`config.mk`:
```
export PLATFORM = sky130hd
export DESIGN_NAME = mem_field_ext
export DESIGN_NICKNAME = d
export VERILOG_FILES = /design/src/rtl/field_ext_pkg.sv /design/src/rtl/fx_cmd_decode.sv /design/src/rtl/fx_field_regs.sv /design/src/rtl/fx_addr_compose.sv /design/src/rtl/mem_field_ext.sv
export SDC_FILE = /design/constraint.sdc
export NUM_CORES = 1
export LEC_CHECK = 0
export BUFFER_PORTS_ARGS = -buffer_cell sky130_fd_sc_hd__buf_4
export CELL_PAD_IN_SITES_DETAIL_PLACEMENT = 1
export CELL_PAD_IN_SITES_GLOBAL_PLACEMENT = 1
export CORE_MARGIN = 10
export CORE_UTILIZATION = 14
export DETAILED_ROUTE_END_ITERATION = 8
export PLACE_DENSITY_LB_ADDON = 0.1
export SKIP_LAST_GASP = 1
export SLEW_MARGIN = 25
export SYNTH_ARGS = -nofsm -noshare
export SYNTH_HDL_FRONTEND = slang
export SYNTH_HIERARCHICAL = 1
export SYNTH_SLANG_ARGS = --single-unit
```
`constraint.sdc`:
```
create_clock -name clk -period 1.8 [get_ports clk]
set_input_delay 0 -clock clk [delete_from_list [all_inputs] [get_ports clk]]
set_output_delay 0 -clock clk [all_outputs]
set_load 0.005 [all_outputs]
```
`src/rtl/field_ext_pkg.sv`:
```
// Package: shared constants and types for the field address extension.
// Assumes the port word carries a 2-bit device code in its two top bits.
package field_ext_pkg;
    localparam logic [1:0] DEV_FIELD_CMD = 2'b11;   // device code of the field command

    typedef enum logic {
        SRC_INSTR = 1'b0,
        SRC_DATA  = 1'b1
    } field_src_e;
endpackage

```
`src/rtl/fx_cmd_decode.sv`:
```
// Module: decodes a port write into a data-field load request.
// Assumes the device code sits in the top two bits and the field in the low bits.
module fx_cmd_decode #(
    parameter int ADDR_W  = 12,
    parameter int FIELD_W = 1
) (
    input  logic               io_wr,
    input  logic [ADDR_W-1:0]  wdata,
    output logic               df_load,
    output logic [FIELD_W-1:0] df_next
);
    import field_ext_pkg::*;

    logic unused_mid_bits;

    // Purpose: load only on a write that addresses the field-command device.
    always_comb begin
        df_load = io_wr && (wdata[ADDR_W-1 -: 2] == DEV_FIELD_CMD);
        df_next = wdata[FIELD_W-1:0];
    end

    assign unused_mid_bits = ^wdata[ADDR_W-3:FIELD_W];
endmodule

```
`src/rtl/fx_field_regs.sv`:
```
// Module: holds the data field and the instruction field.
// Assumes jump is a single-cycle pulse and that reset is synchronous and active low.
module fx_field_regs #(
    parameter int FIELD_W = 1
) (
    input  logic               clk,
    input  logic               rst_n,
    input  logic               df_load,
    input  logic [FIELD_W-1:0] df_next,
    input  logic               jump,
    output logic [FIELD_W-1:0] df_q,
    output logic [FIELD_W-1:0] if_q
);
    // Purpose: data field takes a commanded value, otherwise holds.
    always_ff @(posedge clk) begin
        if (!rst_n)       df_q <= '0;
        else if (df_load) df_q <= df_next;
    end

    // Purpose: instruction field takes the pre-edge data field on a jump.
    always_ff @(posedge clk) begin
        if (!rst_n)    if_q <= '0;
        else if (jump) if_q <= df_q;
    end

    a_r1_reset_clear: assert property (@(posedge clk)
        !rst_n |=> (df_q == '0 && if_q == '0));
    a_r2_df_load: assert property (@(posedge clk) disable iff (!rst_n)
        df_load |=> df_q == $past(df_next));
    a_r3_df_hold: assert property (@(posedge clk) disable iff (!rst_n)
        !df_load |=> $stable(df_q));
    a_r5_jump_copy: assert property (@(posedge clk) disable iff (!rst_n)
        jump |=> if_q == $past(df_q));
    a_r6_same_cycle: assert property (@(posedge clk) disable iff (!rst_n)
        (jump && df_load) |=> (if_q == $past(df_q) && df_q == $past(df_next)));
    a_r9_if_hold: assert property (@(posedge clk) disable iff (!rst_n)
        !jump |=> $stable(if_q));
endmodule

```
`src/rtl/fx_addr_compose.sv`:
```
// Module: builds the extended address from a field and the 12-bit address.
// Assumes the all-ones 12-bit address is the I/O port and must map to field 0.
module fx_addr_compose #(
    parameter int ADDR_W  = 12,
    parameter int FIELD_W = 1
) (
    input  field_ext_pkg::field_src_e src,
    input  logic [FIELD_W-1:0]        df,
    input  logic [FIELD_W-1:0]        ifld,
    input  logic [ADDR_W-1:0]         addr,
    output logic [ADDR_W+FIELD_W-1:0] ext_addr
);
    import field_ext_pkg::*;

    localparam logic [ADDR_W-1:0] IO_ADDR = '1;

    logic               is_io;
    logic [FIELD_W-1:0] upper;

    // Purpose: flag the I/O port address so its field is forced to zero.
    always_comb is_io = (addr == IO_ADDR);

    // Purpose: per field bit, pick the source field and mask it for I/O.
    for (genvar b = 0; b < FIELD_W; b++) begin : g_upper
        always_comb upper[b] = !is_io && ((src == SRC_DATA) ? df[b] : ifld[b]);
    end

    // Purpose: place the field above the untouched 12-bit address.
    always_comb ext_addr = {upper, addr};
endmodule

```
`src/rtl/mem_field_ext.sv`:
```
// Module: top of the instruction/data field address extension.
// Assumes port writes arrive with io_wr high for one cycle, and that the
// processor marks indirect data accesses with acc_indirect_i.
module mem_field_ext #(
    parameter int ADDR_W  = 12,
    parameter int FIELD_W = 1
) (
    input  logic                      clk,
    input  logic                      rst_n,
    input  logic                      io_wr_i,
    input  logic [ADDR_W-1:0]         io_wdata_i,
    input  logic                      acc_indirect_i,
    input  logic                      jump_i,
    input  logic [ADDR_W-1:0]         addr_i,
    output logic [ADDR_W+FIELD_W-1:0] ext_addr_o
);
    import field_ext_pkg::*;

    localparam int EXT_W = ADDR_W + FIELD_W;

    logic               df_load;
    logic [FIELD_W-1:0] df_next, df_q, if_q;
    field_src_e         src;

    // Purpose: indirect data accesses select the data field.
    always_comb src = acc_indirect_i ? SRC_DATA : SRC_INSTR;

    fx_cmd_decode #(.ADDR_W(ADDR_W), .FIELD_W(FIELD_W)) u_dec (
        .io_wr(io_wr_i), .wdata(io_wdata_i), .df_load(df_load), .df_next(df_next));

    fx_field_regs #(.FIELD_W(FIELD_W)) u_regs (
        .clk(clk), .rst_n(rst_n), .df_load(df_load), .df_next(df_next),
        .jump(jump_i), .df_q(df_q), .if_q(if_q));

    fx_addr_compose #(.ADDR_W(ADDR_W), .FIELD_W(FIELD_W)) u_comp (
        .src(src), .df(df_q), .ifld(if_q), .addr(addr_i), .ext_addr(ext_addr_o));

    a_r7_io_field_zero: assert property (@(posedge clk) disable iff (!rst_n)
        (addr_i == '1) |-> (ext_addr_o[EXT_W-1:ADDR_W] == '0));
    a_r8_low_passthrough: assert property (@(posedge clk) disable iff (!rst_n)
        ext_addr_o[ADDR_W-1:0] == addr_i);
    a_r4_direct_uses_if: assert property (@(posedge clk) disable iff (!rst_n)
        (!acc_indirect_i && addr_i != '1) |-> (ext_addr_o[EXT_W-1:ADDR_W] == if_q));
endmodule

```
==> results.py, run 1 <==
metrics = {
    "outcome": {
        "status": "completed",
    },
    "clock_network": {
        "cts_tree": "yes",
        "clock-sinks": 2,
        "cts_root_buffer": "clkbuf_4",
        "cts.htree.levels": 1,
        "clk_pin_slew_worst_paths_ps": 30,
        "numCtsBuffers": 3,
        "post_cts_resized": 0,
        "clock_latency_ps": 230,
        "clockBufferDepth": 2,
    },
    "timing": {
        "setup_viol": 0,
        "finalCritPeriodShare_pct": 60.3,
        "timing.setup.tns_ps": 0,
        "final-max-slew-violation-count": 0,
        "timing.final.ws_setup_ps": 714,
        "finalHoldViolations": 0,
        "fmax_mhz": 921,
        "rsz0062_at_grt": "no",
        "worst_pin_slew_ps": 149,
        "maxSlewHeadroom_pct": 89.8,
        "period_minus_slack_ps": 1090,
        "clock_skew_ps": 4.82,
    },
    "critical_path": {
        "cp_cell_sequence": "mux2_1 -> o31a_1 -> buf_4",
        "reg2regPathDepth": 2,
        "r2r_start": "u_regs/df_q",
        "start_kind": "flop",
        "path_buf_inv": 1,
        "cp-startpoint": "u_regs/df_q",
        "cp-end-kind": "output pin",
        "endpoint": "ext_addr_o[12]",
        "critPathMaxFanout": 3,
        "critical_path_arrival_ps": 1090,
        "critPathMaxStageDelay_ps": 310,
        "ff2ff_setup_slack_ps": 1160,
        "cp.required_ps": 1800,
        "crit_type": "reg2out",
        "r2r_end": "u_regs/df_q",
        "cp_num_cells": 3,
        "cpLargestDelayFamily": "flip-flops",
        "crit_slowest_cell": "dfxtp_1",
    },
    "global_routing": {
        "antenna_found_initial": 0,
        "grt_pass1_wl_mm": 1.58,
        "gr-max-usage-layer": "met2",
        "use_met3_pct": 4.03,
        "grt_use_met2_pct": 11.9,
        "use_met1_pct": 3.31,
        "gr-total-overflow": 0,
        "grt_max_degree": 4,
        "track_usage_pct": 6.41,
        "grt_pass1_vias": 339,
    },
    "pwr": {
        "p_per_area_nw_per_um2": 526,
        "vdd_ir_drop_max_v": 0.0000915,
        "total_leakage_power_nw": 0.214,
    },
    "layout": {
        "num_antenna_cells": 0,
        "fin_nets": 79,
        "stdcell_count": 64,
        "fillers": 184,
        "syn_to_final_growth_pct": 84.3,
        "postLayoutCellArea_um2": 410,
        "post-route-util_pct": 27.2,
        "drive_above_1_share_pct": 72.9,
    },
    "placement": {
        "preCtsSetupSlack_ps": 935,
        "place_hpwl_um": 979,
        "post_dp_cell_area_um2": 378,
        "dpl.cell_count": 60,
        "io_buffers": 32,
        "gp_congestion": 0.712,
    },
    "drt": {
        "drt_first_pass_iters": 3,
        "routedWlPerCell_um": 16.7,
        "final_antenna_net_count": 0,
        "via_per_inst": 4.00,
        "drtIter0Drc": 6,
        "via_count": 256,
        "wl_mm": 1.07,
        "drc": 0,
    },
    "yosys": {
        "synth_cells": 26,
        "synth_warnings": 6,
        "synth_cell_types": 8,
        "syn_area_um2": 223,
        "syn_area_per_cell_um2": 8.57,
        "synth_nets": 55,
        "ys_ff_latch": 2,
        "synth_seq_area_share_pct": 18.0,
    },
    "floorplan": {
        "initial_core_util_pct": 14.8,
        "num_rows": 14,
        "ios": 42,
        "die_h_um": 59.9,
        "fp.dieArea_um2": 3590,
        "core_um2": 1510,
        "die_x_um": 59.9,
    },
    "worst_hold_path": {
        "hold_depth": 3,
        "hold_class": "in2reg",
    },
    "flow_run": {
        "cap_violations": 0,
    },
}
sequential cells by signal (all words and copies together) (netlist names):
name         cells
u_regs/if_q      1
u_regs/df_q      1
stage by stage:
step	total power [mW]	hold WS, ps
6_report	0.216	68.6
5_1_grt	0.237	63.5
4_1_cts	0.222	62.8
3_5_place_dp	0.116	181
3_3_place_gp	0.113	180
2_1_floorplan	0.0768	80.8
where the power goes:
group	switching [mW]	total, mW	leakage [nW]	internal [mW]
registers	0.000744	0.0466	0.0162	0.0458
logic	0.0206	0.0691	0.184	0.0484
clock network	0.0266	0.100	0.0138	0.0736
total	0.0480	0.216	0.214	0.168
layer usage:
metal | part of all wire (%) | vias to the layer above
met2 | 62 | 18
li1 | - | 121
met5 | 0 | -
met1 | 23 | 115
met4 | 2.5 | 0
met3 | 12 | 2
cell usage in the layout (no fill, tap or decap):
cell and count:
buf_4 32, clkbuf_4 3, nand4_1 3, mux2i_1 2, nor2b_1 2, dfxtp_1 2, dlygate4sd3_1 1, mux2_1 1
o31a_1 1, and3_1 1
Yosys cell counts:
cell | n | area (um2)
mux2_1 | 1 | 11.3
mux2i_1 | 2 | 20.0
o31a_1 | 1 | 8.76
nand4_1 | 3 | 18.8
buf_4 | 14 | 105
dfxtp_1 | 2 | 40.0
nor2b_1 | 2 | 12.5
and3_1 | 1 | 6.26
area by class of cell:
class                      instances  area (um2)  share of cell area, %
clock buffer                       3        22.5                   5.49
multi-input combinational         10        77.6                   18.9
sequential                         2        40.0                   9.76
tap                               16        20.0                   4.88
timing repair buffer              33         250                   61.0
cell families after synthesis:
group	count (synthesis)	share of synthesized area [%]
AOI/OAI and AO/OA	1	3.93
buffers and inverters	14	47.2
DFF	2	18.0
muxes	3	14.0
and+or+nand+nor	6	16.9
what timing repair did:
item / 4_1_cts / 5_1_grt
setup buffers: 0 / 0
hold buffers: 1 / 0
endpoints found under the setup margin: 0 / 0
endpoints found under the hold margin: 1 / 0
worst min-delay path by stage:
| stage | start | endpoint |
|---|---|---|
| floorplan | addr_i[0] | ext_addr_o[0] |
| global placement | addr_i[4] | ext_addr_o[4] |
| detailed placement | addr_i[8] | ext_addr_o[8] |
| CTS | io_wdata_i[0] | u_regs/df_q |
| global route | io_wdata_i[0] | u_regs/df_q |
| finish | io_wdata_i[0] | u_regs/df_q |
tightest hold or removal path: cells and delay by family:
| kind | cells | cell delay (ps) |
|---|---|---|
| buffers and inverters | 1 | 80 |
| multiplexers | 1 | 70 |
| AND/OR/NAND/NOR | 1 | 100 |
(Power assumes the default switching activity.)
==> run 2: changes to the inputs <==
Settings changed: CORE_UTILIZATION 14 to 13.
Clock period 1.8 ns to 1.1 ns, I/O delays scaled along.
==> run 2 against run 1 <==
  * Sequential cell count unchanged
  * Hold slack lost 58 ps
  * Clock skew is 2.4 ps lower
  * Setup slack got worse by 650 ps
  * Wire length is 6.4% lower
  * Critical path depth stayed put
  * Sequential power increased by 64%
  * Global-route usage down 0.98 points
  * Highest routed layer is now met3
==> results.py, run 2 (same netlist as run 1, synthesis figures left out) <==
metrics = {
    "timing": {
        "fmax_mhz": 962,
        "maxSlewHeadroom_pct": 91.0,
        "clock_skew_ps": 2.46,
        "setup_viol": 0,
        "finalCritPeriodShare_pct": 94.5,
        "finalHoldViolations": 0,
        "final-max-slew-violation-count": 0,
        "timing.final.ws_setup_ps": 60.3,
        "period_minus_slack_ps": 1040,
        "timing.setup.tns_ps": 0,
        "rsz0062_at_grt": "no",
        "worst_pin_slew_ps": 132,
    },
    "floorplan": {
        "die_h_um": 61.4,
        "ios": 42,
        "die_x_um": 61.4,
        "initial_core_util_pct": 14.3,
        "num_rows": 14,
        "fp.dieArea_um2": 3770,
        "core_um2": 1560,
    },
    "layout": {
        "fillers": 199,
        "layout_common_cells": "32 x buf_4, 3 x clkbuf_4, 3 x nand4_1",
        "stdcell_count": 63,
        "mostFrequentLayoutCell": "buf_4",
        "multiInputGateArea_um2": 81.3,
        "seq_area_um2": 40.0,
        "drive_above_1_share_pct": 76.6,
        "largestRegisters": "u_regs/df_q: 1 flops, u_regs/if_q: 1 flops",
        "num_antenna_cells": 0,
        "post-route-util_pct": 25.9,
        "fin_nets": 78,
        "syn_to_final_growth_pct": 81.5,
    },
    "clock_network": {
        "clockBufferDepth": 2,
        "cts_setup_buffers": 0,
        "post_cts_resized": 1,
        "clk_pin_slew_worst_paths_ps": 30,
        "clock-sinks": 2,
        "numCtsBuffers": 3,
        "postCtsHoldBufs": 0,
        "cts_root_buffer": "clkbuf_4",
        "cts_tree": "yes",
        "cts.htree.levels": 1,
        "clock_latency_ps": 220,
    },
    "drt": {
        "drt_first_pass_iters": 2,
        "final_antenna_net_count": 0,
        "via_per_inst": 3.92,
        "wl_mm": 1.00,
        "via_count": 247,
        "drc": 0,
        "routedWlPerCell_um": 15.9,
        "drtIter0Drc": 14,
    },
    "worst_hold_path": {
        "hold_class": "in2reg",
        "hold_depth": 2,
        "holdCritStartpoint": "rst_n",
        "min_to": "u_regs/if_q",
    },
    "critical_path": {
        "reg2regPathDepth": 2,
        "r2r_end": "u_regs/if_q",
        "crit_type": "reg2out",
        "cp-end-kind": "output pin",
        "ff2ff_setup_slack_ps": 470,
        "critPathMaxFanout": 3,
        "cp-startpoint": "u_regs/df_q",
        "critical_path_arrival_ps": 1040,
        "start_kind": "flop",
        "cp.required_ps": 1100,
        "r2r_start": "u_regs/df_q",
    },
    "global_routing": {
        "gr-max-usage-layer": "met2",
        "antenna_found_initial": 0,
        "use_met1_pct": 3.93,
        "grt_pass1_wl_mm": 1.49,
        "use_met3_pct": 3.29,
        "grt_use_met2_pct": 11.1,
        "gr-total-overflow": 0,
        "grt_max_degree": 4,
        "track_usage_pct": 5.43,
        "grt_pass1_vias": 320,
    },
    "pwr": {
        "p_per_area_nw_per_um2": 849,
        "vdd_ir_drop_max_v": 0.000374,
        "total_leakage_power_nw": 0.212,
        "power_mw": 0.343,
    },
    "flow_run": {
        "cap_violations": 0,
    },
    "placement": {
        "io_buffers": 32,
        "dpl.cell_count": 60,
        "gp_congestion": 0.594,
        "preCtsSetupSlack_ps": 227,
        "place_hpwl_um": 954,
    },
    "outcome": {
        "status": "completed",
    },
}
-- run 2: cell count changes in the layout (fill, tap and decap cells not counted) --
cell and change:
dlygate4sd3_1 -1, mux2_1 -1, mux2_4 +1
-- run 2: layer usage --
metal  routed length, um  vias to the layer above
met5                   0                        -
met4                   0                        0
met3                 105                        0
met2                 639                       15
met1                 255                      114
li1                    -                      118
-- run 2: per-stage QoR --
step / area [um2] / hold WS [ps]
global route: 404 / 0.792
global placement: 378 / 180
detailed placement: 378 / 183
finish: 404 / 10.6
CTS: 404 / 9.30
floorplan: 223 / 80.8
-- run 2: how the worst max path moves through the flow --
stage | to | depth (start not counted) | slack (ps)
detailed placement | ext_addr_o[12] | 3 | 230
global route | ext_addr_o[12] | 3 | 8
floorplan | ext_addr_o[12] | 3 | 300
global placement | ext_addr_o[12] | 3 | 250
finish | ext_addr_o[12] | 3 | 60
CTS | ext_addr_o[12] | 3 | 40
-- run 2: power breakdown --
group / total (mW) / switching (mW) / leakage, nW / internal (mW)
clock network: 0.156 / 0.0357 / 0.0138 / 0.120
logic: 0.111 / 0.0332 / 0.182 / 0.0780
registers: 0.0763 / 0.00125 / 0.0162 / 0.0750
-- run 2: cell type report --
class | instances | share of cell area (%)
Tap cell | 16 | 4.95
Clock buffer | 3 | 5.57
Timing Repair Buffer | 32 | 59.4
Sequential cell | 2 | 9.91
Multi-Input combinational cell | 10 | 20.1
-- run 2: critical path, cell delays in order (launching register included) --
cell and delay [ps]:
dfxtp_1 310, mux2_4 270, o31a_1 110, buf_4 140
